`config.mk`:
```
export PLATFORM = sky130hd
export DESIGN_NAME = lnk_pwr_seq
export DESIGN_NICKNAME = d
export VERILOG_FILES = /design/src/rtl/lps_pkg.sv /design/src/rtl/lps_ref_mon.sv /design/src/rtl/lps_lock_tmr.sv /design/src/rtl/lps_bitce_gen.sv /design/src/rtl/lnk_pwr_seq.sv
export SDC_FILE = /design/constraint.sdc
export NUM_CORES = 1
export LEC_CHECK = 0
export BUFFER_PORTS_ARGS = -buffer_cell sky130_fd_sc_hd__buf_4
export CAP_MARGIN = 0
export CELL_PAD_IN_SITES_DETAIL_PLACEMENT = 0
export CELL_PAD_IN_SITES_GLOBAL_PLACEMENT = 1
export CORE_MARGIN = 4
export CORE_UTILIZATION = 25
export DETAILED_ROUTE_END_ITERATION = 6
export PLACE_DENSITY = 0.45
export SYNTH_ARGS = -nofsm -noshare
export SYNTH_HDL_FRONTEND = slang
export SYNTH_HIERARCHICAL = 1
export SYNTH_SLANG_ARGS = --single-unit
```
`constraint.sdc`:
```
create_clock -name clk -period 4.15 [get_ports clk]
set_clock_uncertainty 0.1 [all_clocks]
set_input_delay 0.2075 -clock clk [delete_from_list [all_inputs] [get_ports clk]]
set_output_delay 0.2075 -clock clk [all_outputs]
set_load 0.05 [all_outputs]
```
`src/rtl/lps_pkg.sv`:
```
package lps_pkg;

  typedef enum logic [2:0] {
    ST_OFF       = 3'd0,
    ST_LOCK_FULL = 3'd1,
    ST_LOCK_FAST = 3'd2,
    ST_ACTIVE    = 3'd3,
    ST_STALLED   = 3'd4
  } lps_state_e;

endpackage

```
`src/rtl/lps_ref_mon.sv`:
```
// Synchronises the reference, detects edges and flags a stalled reference.
module lps_ref_mon #(
  parameter int STALL_LIM = 100
) (
  input  logic clk,
  input  logic rst_n,
  input  logic ref_in,
  output logic rise_o,
  output logic edge_o,
  output logic stalled_o
);

  localparam int CW = $clog2(STALL_LIM + 1);

  logic          s1_q, s2_q, s3_q;
  logic [CW-1:0] idle_q, idle_d;

  always_ff @(posedge clk or negedge rst_n) begin
    if (!rst_n) begin
      s1_q <= 1'b0;
      s2_q <= 1'b0;
      s3_q <= 1'b0;
    end else begin
      s1_q <= ref_in;
      s2_q <= s1_q;
      s3_q <= s2_q;
    end
  end

  assign edge_o = s2_q ^ s3_q;
  assign rise_o = s2_q & ~s3_q;

  always_comb begin
    idle_d = idle_q;
    if (edge_o)
      idle_d = '0;
    else if (idle_q != CW'(STALL_LIM))
      idle_d = idle_q + 1'b1;
  end

  always_ff @(posedge clk or negedge rst_n) begin
    if (!rst_n) idle_q <= CW'(STALL_LIM);
    else        idle_q <= idle_d;
  end

  assign stalled_o = (idle_q == CW'(STALL_LIM));

  AST_EDGE_CLEARS_STALL: assert property (@(posedge clk) disable iff (!rst_n)
    edge_o |=> !stalled_o);

endmodule

```
`src/rtl/lps_lock_tmr.sv`:
```
// Counts reference rising edges during a lock wait, saturating.
module lps_lock_tmr #(
  parameter int LIMIT = 8
) (
  input  logic                           clk,
  input  logic                           rst_n,
  input  logic                           clr,
  input  logic                           inc,
  output logic [$clog2(LIMIT+1)-1:0]     cnt_o
);

  localparam int CW = $clog2(LIMIT + 1);

  logic [CW-1:0] cnt_q, cnt_d;

  always_comb begin
    cnt_d = cnt_q;
    if (clr)
      cnt_d = '0;
    else if (inc && cnt_q != CW'(LIMIT))
      cnt_d = cnt_q + 1'b1;
  end

  always_ff @(posedge clk or negedge rst_n) begin
    if (!rst_n) cnt_q <= '0;
    else        cnt_q <= cnt_d;
  end

  assign cnt_o = cnt_q;

endmodule

```
`src/rtl/lps_bitce_gen.sv`:
```
// Measures the reference period and spreads MULT enable pulses over it.
module lps_bitce_gen #(
  parameter int MULT  = 26,
  parameter int PER_W = 10
) (
  input  logic clk,
  input  logic rst_n,
  input  logic rise,
  input  logic run,
  output logic ce_o
);

  localparam int AW = PER_W + $clog2(MULT + 1);
  localparam logic [PER_W-1:0] PC_MAX = '1;

  logic [PER_W-1:0] pc_q, pc_d, per_q, per_d;
  logic [AW-1:0]    acc_q, acc_d, sum;
  logic             hit;

  always_comb begin
    pc_d  = pc_q;
    per_d = per_q;
    if (rise) begin
      pc_d  = '0;
      per_d = (pc_q == PC_MAX) ? PC_MAX : pc_q + 1'b1;
    end else if (pc_q != PC_MAX) begin
      pc_d = pc_q + 1'b1;
    end
  end

  always_comb begin
    sum = (rise ? '0 : acc_q) + AW'(MULT);
    hit = (per_q != '0) && (sum >= AW'(per_q));
    if (per_q == '0)
      acc_d = '0;
    else if (hit)
      acc_d = sum - AW'(per_q);
    else
      acc_d = sum;
  end

  always_ff @(posedge clk or negedge rst_n) begin
    if (!rst_n) begin
      pc_q  <= '0;
      per_q <= '0;
      acc_q <= '0;
    end else begin
      pc_q  <= pc_d;
      per_q <= per_d;
      acc_q <= acc_d;
    end
  end

  assign ce_o = run & hit;

  AST_ACC_BOUND: assert property (@(posedge clk) disable iff (!rst_n)
    (run && per_q >= PER_W'(MULT)) |-> (acc_q < AW'(per_q)));

endmodule

```
`src/rtl/lnk_pwr_seq.sv`:
```
module lnk_pwr_seq
  import lps_pkg::*;
#(
  parameter int FULL_LOCK = 8,
  parameter int FAST_LOCK = 3,
  parameter int STALL_LIM = 100,
  parameter int PCLK_LOW  = 4,
  parameter int BIT_MULT  = 26,
  parameter int PER_W     = 10
) (
  input  logic       clk,
  input  logic       rst_n,
  input  logic [1:0] mode_pins,
  input  logic       ref_clk_in,
  input  logic       ser_level_in,
  output logic       pll_en_o,
  output logic       sio_en_o,
  output logic       bias_en_o,
  output logic       data_valid_o,
  output logic       bit_ce_o,
  output logic       pclk_o
);

  localparam int LCW = $clog2(FULL_LOCK + 1);
  localparam int PW  = $clog2(PCLK_LOW + 1);

  logic           rs1_q, rst_s_n;
  logic [1:0]     m1_q, m2_q;
  logic           rise, ref_edge, stalled;
  logic           lock_clr;
  logic [LCW-1:0] lock_cnt;
  logic           lock_done;
  logic [PW-1:0]  pl_q, pl_d;
  lps_state_e     state_q, state_d;

  // reset: asserted asynchronously, released on the clock
  always_ff @(posedge clk or negedge rst_n) begin
    if (!rst_n) begin
      rs1_q   <= 1'b0;
      rst_s_n <= 1'b0;
    end else begin
      rs1_q   <= 1'b1;
      rst_s_n <= rs1_q;
    end
  end

  always_ff @(posedge clk or negedge rst_s_n) begin
    if (!rst_s_n) begin
      m1_q <= 2'b00;
      m2_q <= 2'b00;
    end else begin
      m1_q <= mode_pins;
      m2_q <= m1_q;
    end
  end

  lps_ref_mon #(.STALL_LIM(STALL_LIM)) u_ref_mon (
    .clk      (clk),
    .rst_n    (rst_s_n),
    .ref_in   (ref_clk_in),
    .rise_o   (rise),
    .edge_o   (ref_edge),
    .stalled_o(stalled)
  );

  lps_lock_tmr #(.LIMIT(FULL_LOCK)) u_lock_tmr (
    .clk  (clk),
    .rst_n(rst_s_n),
    .clr  (lock_clr),
    .inc  (rise),
    .cnt_o(lock_cnt)
  );

  always_comb begin
    lock_done = 1'b0;
    if (state_q == ST_LOCK_FULL) lock_done = (lock_cnt >= LCW'(FULL_LOCK));
    if (state_q == ST_LOCK_FAST) lock_done = (lock_cnt >= LCW'(FAST_LOCK));
  end

  always_comb begin
    state_d = state_q;
    if (m2_q == 2'b00) begin
      state_d = ST_OFF;
    end else begin
      unique case (state_q)
        ST_OFF:       if (!stalled) state_d = ST_LOCK_FULL;
        ST_LOCK_FULL,
        ST_LOCK_FAST: if (stalled) state_d = ST_STALLED;
                      else if (lock_done) state_d = ST_ACTIVE;
        ST_ACTIVE:    if (stalled) state_d = ST_STALLED;
        ST_STALLED:   if (!stalled) state_d = ST_LOCK_FAST;
        default:      state_d = ST_OFF;
      endcase
    end
  end

  always_ff @(posedge clk or negedge rst_s_n) begin
    if (!rst_s_n) state_q <= ST_OFF;
    else          state_q <= state_d;
  end

  assign lock_clr = (state_d != state_q) &&
                    (state_d == ST_LOCK_FULL || state_d == ST_LOCK_FAST);

  // low pulse on the parallel clock when leaving power-down
  always_comb begin
    pl_d = pl_q;
    if (state_q == ST_OFF && state_d == ST_LOCK_FULL)
      pl_d = PW'(PCLK_LOW);
    else if (pl_q != '0)
      pl_d = pl_q - 1'b1;
  end

  always_ff @(posedge clk or negedge rst_s_n) begin
    if (!rst_s_n) pl_q <= '0;
    else          pl_q <= pl_d;
  end

  assign pll_en_o     = (state_q == ST_LOCK_FULL) || (state_q == ST_LOCK_FAST) ||
                        (state_q == ST_ACTIVE);
  assign sio_en_o     = pll_en_o;
  assign bias_en_o    = (state_q != ST_OFF);
  assign data_valid_o = (state_q == ST_ACTIVE);
  assign pclk_o       = (pl_q != '0) ? 1'b0 : (data_valid_o ? ser_level_in : 1'b1);

  lps_bitce_gen #(.MULT(BIT_MULT), .PER_W(PER_W)) u_bitce (
    .clk  (clk),
    .rst_n(rst_s_n),
    .rise (rise),
    .run  (data_valid_o),
    .ce_o (bit_ce_o)
  );

  AST_MODE0_DROPS_BIAS: assert property (@(posedge clk) disable iff (!rst_s_n)
    (m2_q == 2'b00) |=> !bias_en_o);
  AST_BIAS_ONLY_MODE0: assert property (@(posedge clk) disable iff (!rst_s_n)
    $fell(bias_en_o) |-> ($past(m2_q) == 2'b00));
  AST_VALID_AFTER_LOCK: assert property (@(posedge clk) disable iff (!rst_s_n)
    $rose(data_valid_o) |-> $past(pll_en_o));
  AST_STALL_STOPS_PLL: assert property (@(posedge clk) disable iff (!rst_s_n)
    stalled |=> !pll_en_o);
  AST_CE_NEEDS_VALID: assert property (@(posedge clk) disable iff (!rst_s_n)
    bit_ce_o |-> pll_en_o);

endmodule

```
==> key figures, run 1 <==
STA
  – Fmax: 254.0 MHz
  – Fin crit period: 3.937 ns
  – Hold Vio Cnt, Final: 0
  – Slew margin rel.: 56.97%
  – Final setup margin: 0.2132 ns
  – Final Max Tran Viols: 0
  – Fin Setup TNS: 0 ns
  – Final Setup Violations: 0
  – RSZ-0062 raised after global routing: false
  – Fin crit share: 94.86%
  – Worst-Margin Slew: 0.6405 ns
  – Worst hold slack: 0.09320 ns

Detailed routing
  – Avg WL per Cell: 14.82 um
  – Total wire length: 9072 um
  – Vias: 2922
  – Drt drc: 0
  – First-pass iteration count of the detailed router: 4
  – Vias per inst: 4.775
  – Post-DRT Antenna Nets: 0
  – DRT iter0 DRCs: 146

Setup path
  – Worst Path Arrival: 3.63 ns
  – Worst Reg-to-Reg Cells: 14
  – Required @ worst endpoint: 3.84 ns
  – WS Path Type: reg2out
  – Reg2reg end: u_bitce/acc_q[1]
  – R2R Setup Slk: 0.31 ns
  – Endpoint type of the worst setup path: primary output
  – Crit Reg-Reg Startpoint: u_ref_mon/s2_q
  – Crit-path max FO: 6
  – Worst Setup Start Kind: flip-flop
  – Crit path launch: u_ref_mon/s2_q
  – Crit path to: bit_ce_o

Clock network
  – Worst-path clk slew: 0.06 ns
  – CTS H-tree lvls: 3
  – CTS tree: done
  – Sink Count: 61
  – Clock buffer depth: 2
  – CTS buffer count: 9
  – Root Buffer Master: clkbuf_16
  – Skew-Pair Late Insertion Delay: 0.33 ns

Global routing
  – Largest net degree at the start of global routing: 44
  – First-pass GRT wire length: 15410 um
  – Total gr overflow: 0
  – Vias in the first global route: 2944
  – Initial antenna violation count: 0
  – GRT Overall Usage: 11.90%

Pwr
  – Pwr Density: 753.3 nW/um2
  – Worst vdd ir: 0.0002014 V
  – Leakage power: 0.001942 uW

Floorplanning
  – Initial Utilization: 25.60%
  – Die ar.: 16900 um2
  – Chip width: 130 um
  – Die height: 130 um
  – Row cnt: 44
  – Top-Level Pins: 12
  – CORE AREA: 14530 um2

Finish
  – Layout fillers: 1572
  – Final Cell Area: 4419 um2
  – Antenna Cells: 0
  – Area delta synth->final: 18.76%
  – Fin cells: 612
  – Leading cell type in the layout, fill and taps excluded: nor2_1
  – Nets: 449
  – Most frequent cells in the layout: nor2_1, dfrtp_1, nand2_1
  – Layout cells sized above 1: 15.89%

Yosys
  – Post-synthesis mux area share: 7.431%
  – Synth Area in Adders: 6.927%
  – Post-synth ARST share: 100.0%
  – Post-synthesis simple-gate area fraction: 24.61%
  – Synth Area in XOR/XNOR: 3.531%
  – EDFF count, synth: 0
  – Post-synthesis sequential area ratio: 41.12%
  – Cells after synthesis: 397
  – Post-Syn Nets: 423
  – Mapped Area: 3721 um2
  – Ys Warns: 6
  – Library cells used by synthesis: 65
  – Syn avg cell area: 9.373 um2
  – Top post-synthesis cells by area: dfrtp_1, ha_1, nor2_1, mux2i_1, nand2_1
  – Share of Yosys cell area claimed by the top area cell type: 39.00%
  – Post-synth top area cell: dfrtp_1
  – Main flop type after synthesis: dfrtp_1
  – Largest family of logic cells by synthesized area: simple AND/OR/NAND/NOR gates
  – Synthesized flop and latch total: 61
  – Synth Area in Compound Gates: 12.34%

Placed design
  – Port Buffers: 11
  – Placed wire-length estimate: 6635 um
  – Area post-placement: 4056 um2
  – Setup WS pre-CTS: 0.2560 ns
  – GPL Wtd Cong: 0.7500
  – Placed cells: 591

Outcome
  – Run status: finished, final reports clean

Job
  – Max_cap viols: 0

Min path
  – HP Class: in2async
[metal layers]
metal  up-vias  part of all wire (%)  GRT usage [%]
li1       1458                     -              -
met2        23                    47          19.08
met3        13                   2.2          2.456
met1      1428                    49          15.59
met4         0                   2.0          5.134
met5         -                     0              0
[registers in the layout, indices dropped and copies added, names as in the netlist, 2 cells and up]
register / cells
u_lock_tmr/cnt_o: 4
u_bitce/per_q: 10
u_bitce/acc_q: 15
m2_q: 2
state_q: 3
u_bitce/pc_q: 10
pl_q: 3
u_ref_mon/idle_q: 7
m1_q: 2
[critical path: stages (launching register included)]
cell and delay (ns):
dfrtp_1 0.39, ha_2 0.19, inv_1 0.06, nand2_1 0.08, inv_1 0.13, ha_2 0.25
nor3_4 0.05, o32a_1 0.32, ha_1 0.25, or4_1 0.48, o22a_2 0.27, a211o_1 0.36
nor3_4 0.22, nor2_4 0.06, buf_4 0.19
[final cells by class]
class | instances | area, um2 | share of cell area (%)
inverters | 24 | 90.09 | 2.039
well taps | 184 | 230.2 | 5.210
repair buffers | 25 | 197.7 | 4.473
clock buffers | 9 | 225.2 | 5.096
flip-flops and latches | 61 | 1531 | 34.65
multi-input cells | 302 | 2063 | 46.69
clock inverters | 7 | 81.33 | 1.840
[cells by family after synthesis]
| logic type | count (synthesis) |
|---|---|
| AO/OA/AOI/OAI | 64 |
| XOR/XNOR | 15 |
| adder cells (fa/ha/maj) | 20 |
| buffers and inverters | 34 |
| flip-flops | 61 |
| multiplexers | 26 |
| other | 1 |
| AND/OR/NAND/NOR | 176 |
[report_power, final]
group	switching [uW]	total (uW)	internal [uW]
Sequential	143	890	748
Clock	297	769	473
Combinational	918	1670	752
Total	1360	3330	1970
[synthesized netlist by cell type, drive strengths merged (5+ instances only)]
| cell type | count |
|---|---|
| o211ai | 5 |
| buf | 6 |
| xnor2 | 10 |
| mux2i | 19 |
| xor2 | 5 |
| dfrtp | 58 |
| nor2 | 60 |
| ha | 19 |
| nand2b | 8 |
| nor4 | 5 |
| or3 | 5 |
| o21ai | 13 |
| nand2 | 34 |
| nor2b | 7 |
| o21a | 6 |
| nand4 | 5 |
| nor3 | 12 |
| mux2 | 7 |
| a21oi | 14 |
| and3 | 7 |
| inv | 24 |
| nand3 | 14 |
[worst min-delay path by stage]
stage	from	endpoint	slack [ns]	depth (start not counted)
2_1_floorplan	rst_n	rs1_q	-0.19	0
3_3_place_gp	rst_n	rs1_q	-0.11	1
3_5_place_dp	rst_n	rs1_q	-0.11	1
4_1_cts	rst_n	rst_s_n	0.06	2
5_1_grt	rst_n	rst_s_n	0.09	2
6_report	rst_n	rs1_q	0.09	2
[metrics by stage]
step / utilization (%) / total power (uW)
3_5_place_dp: 27.91 / 2555
4_1_cts: 30.35 / 3363
3_3_place_gp: 27.91 / 2556
6_report: 30.41 / 3329
2_1_floorplan: - / 2149
5_1_grt: 30.41 / 3633
[timing repair]
action                                  4_1_cts  5_1_grt
hold buffers                                  4        0
pin swaps                                     1        1
gates resized for setup                       0        2
endpoints found under the hold margin         5        0
setup buffers                                 1        0
endpoints found under the setup margin        1        1
Note: power is estimated with default switching activity, not from simulation.
==> run 2: changes to the inputs <==
Settings changed: PLACE_DENSITY 0.45 to not set, PLACE_DENSITY_LB_ADDON set to 0.1.
==> key figures, run 2 (same netlist as run 1, synthesis figures left out) <==
Setup path
  – Endpoint type of the worst setup path: primary output
  – Required @ worst endpoint: 3.84 ns (about the same)
  – Slowest cell delay on critical path: 0.46 ns (-0.02 ns)
  – Buf/Inv on CP: 2 (-1)
  – Crit-path max FO: 13 (+7)
  – Top Family by Delay on Critical Path: compound AO/OA/AOI/OAI gates
  – WS Path Type: reg2out
  – Cell Chain, Critical Path: ha_2, buf_4, nor2b_1, ha_2, nor3_4, o32a_1, ha_2, or4_1, o22a_2, a211o_1, nor3_4, nor2_4, buf_4
  – Cell mode on critical path: ha_2
  – Worst Path Arrival: 3.60 ns (-0.03 ns)
  – Critical path's slowest cell: or4_1
  – Worst Setup Start Kind: flip-flop

Global routing
  – GRT Overall Usage: 11.98% (+0.075 points)
  – First-pass GRT wire length: 15530 um (+0.77%)
  – Total gr overflow: 0 (unchanged)
  – Largest net degree at the start of global routing: 38 (-14%)
  – Initial antenna violation count: 0 (unchanged)
  – Vias in the first global route: 3007 (+2.1%)

Floorplanning
  – CORE AREA: 14530 um2 (unchanged)
  – Chip width: 130 um (unchanged)
  – Row cnt: 44 (unchanged)
  – Die ar.: 16900 um2 (unchanged)
  – Top-Level Pins: 12 (unchanged)
  – Initial Utilization: 25.60% (unchanged)
  – Die height: 130 um (unchanged)

STA
  – Final Max Tran Viols: 0 (unchanged)
  – Worst-Margin Slew: 0.6364 ns (-0.004103 ns)
  – Slew margin rel.: 57.25% (+0.28 points)
  – Worst hold slack: 0.09740 ns (+0.004198 ns)
  – Fin Setup TNS: 0 ns (unchanged)
  – Hold Vio Cnt, Final: 0 (unchanged)
  – Final Setup Violations: 0 (unchanged)
  – Fin crit period: 3.906 ns (-0.03068 ns)
  – RSZ-0062 raised after global routing: false
  – Fmax: 256.0 MHz (+0.79%)
  – Fin crit share: 94.12% (-0.74 points)

Finish
  – Nets: 450 (+0.22%)
  – Antenna Cells: 0 (unchanged)
  – Leading cell type in the layout, fill and taps excluded: nor2_1
  – Layout cells sized above 1: 16.78% (+0.90 points)
  – FF+latch area: 1531 um2 (unchanged)
  – Most frequent cells in the layout: nor2_1, dfrtp_1, nand2_1
  – Layout fillers: 1566 (-0.38%)
  – Area delta synth->final: 19.10%
  – Multi-input logic area: 2082 um2 (+0.91%)
  – Top reg by flops: u_bitce/acc_q
  – Largest registers: u_bitce/acc_q (15), u_bitce/pc_q (10), u_bitce/per_q (10)
  – Max reg flops: 15 (unchanged)

Pwr
  – Leakage power: 0.001942 uW (about the same)
  – Worst vdd ir: 0.0002463 V (+22%)
  – Pwr Density: 749.5 nW/um2 (-0.51%)

Clock network
  – Clock buffer depth: 2 (unchanged)
  – Skew-Pair Late Insertion Delay: 0.33 ns (about the same)
  – Sink Count: 61 (unchanged)
  – Worst-path clk slew: 0.06 ns (about the same)
  – CTS H-tree lvls: 3 (unchanged)
  – CTS buffer count: 9 (unchanged)
  – Root Buffer Master: clkbuf_16
  – CTS tree: done

Placed design
  – Placed wire-length estimate: 6741 um (+1.6%)
  – Port Buffers: 11 (unchanged)
  – GPL Wtd Cong: 0.7753 (+3.4%)

Detailed routing
  – Vias per inst: 4.752 (-0.47%)
  – Drt drc: 0 (unchanged)
  – Vias: 2913 (-0.31%)
  – Total wire length: 9132 um (+0.66%)
  – First-pass iteration count of the detailed router: 4 (unchanged)
  – Post-DRT Antenna Nets: 0 (unchanged)
  – DRT iter0 DRCs: 111 (-24%)
  – Avg WL per Cell: 14.90 um (+0.50%)

Job
  – Max_cap viols: 0 (unchanged)

Min path
  – HP Class: in2async

Outcome
  – Run status: finished, final reports clean
## run 2: routing by layer
metal	track usage, %	vias to the layer above	part of all wire [%]
met5	0	-	0
met4	5.012	0	2.3
met3	3.029	13	3.6
met2	19.23	39	47
met1	15.38	1404	47
li1	-	1457	-
## run 2: cell type report
type | instances | area share (%)
clock buffers | 10 | 5.167
clock inverters | 6 | 1.440
inverters | 24 | 2.033
multi-input cells | 302 | 46.98
flip-flops and latches | 61 | 34.56
well taps | 184 | 5.195
repair buffers | 26 | 4.630
## run 2: power breakdown
group	total [uW]	leakage, uW	internal (uW)	switching [uW]
Combinational	1690	0.00105	766	929
Sequential	890	0.000750	748	142
Clock	736	0.000138	463	273
Total	3320	0.00194	1980	1340
## run 2: worst paths after layout
kind	start	to	slack (ns)	cells after the start
hold / removal	rst_n	rs1_q	0.1	2
min in group clk	rs1_q	rst_s_n	0.25	0
hold reg to reg	rst_s_n	pl_q[1]	0.15	0
setup / recovery	u_ref_mon/s2_q	bit_ce_o	0.24	13
max in group asynchronous	rst_s_n	u_ref_mon/idle_q[5]	2.87	1
setup reg to reg	u_ref_mon/s2_q	u_bitce/acc_q[0]	0.34	13
## run 2: repair_timing
item | 4_1_cts | 5_1_grt
buffers inserted | 1 | 1
endpoints found under the setup margin | 1 | 12
cloned | 0 | 0
hold buffers | 4 | 0
gates resized for setup | 0 | 6
pin swaps | 1 | 1
hold endpoints to repair | 5 | 0
## run 2: stage by stage
step	instances	power, uW	instance area (um2)	setup slack (ns)	util, %
floorplan	397	2149	3729	0.08933	-
global placement	591	2560	4056	0.2467	27.91
detailed placement	591	2554	4056	0.1615	27.91
CTS	612	3338	4397	0.06131	30.25
global route	613	3624	4432	0.02482	30.49
finish	613	3321	4432	0.2439	30.49
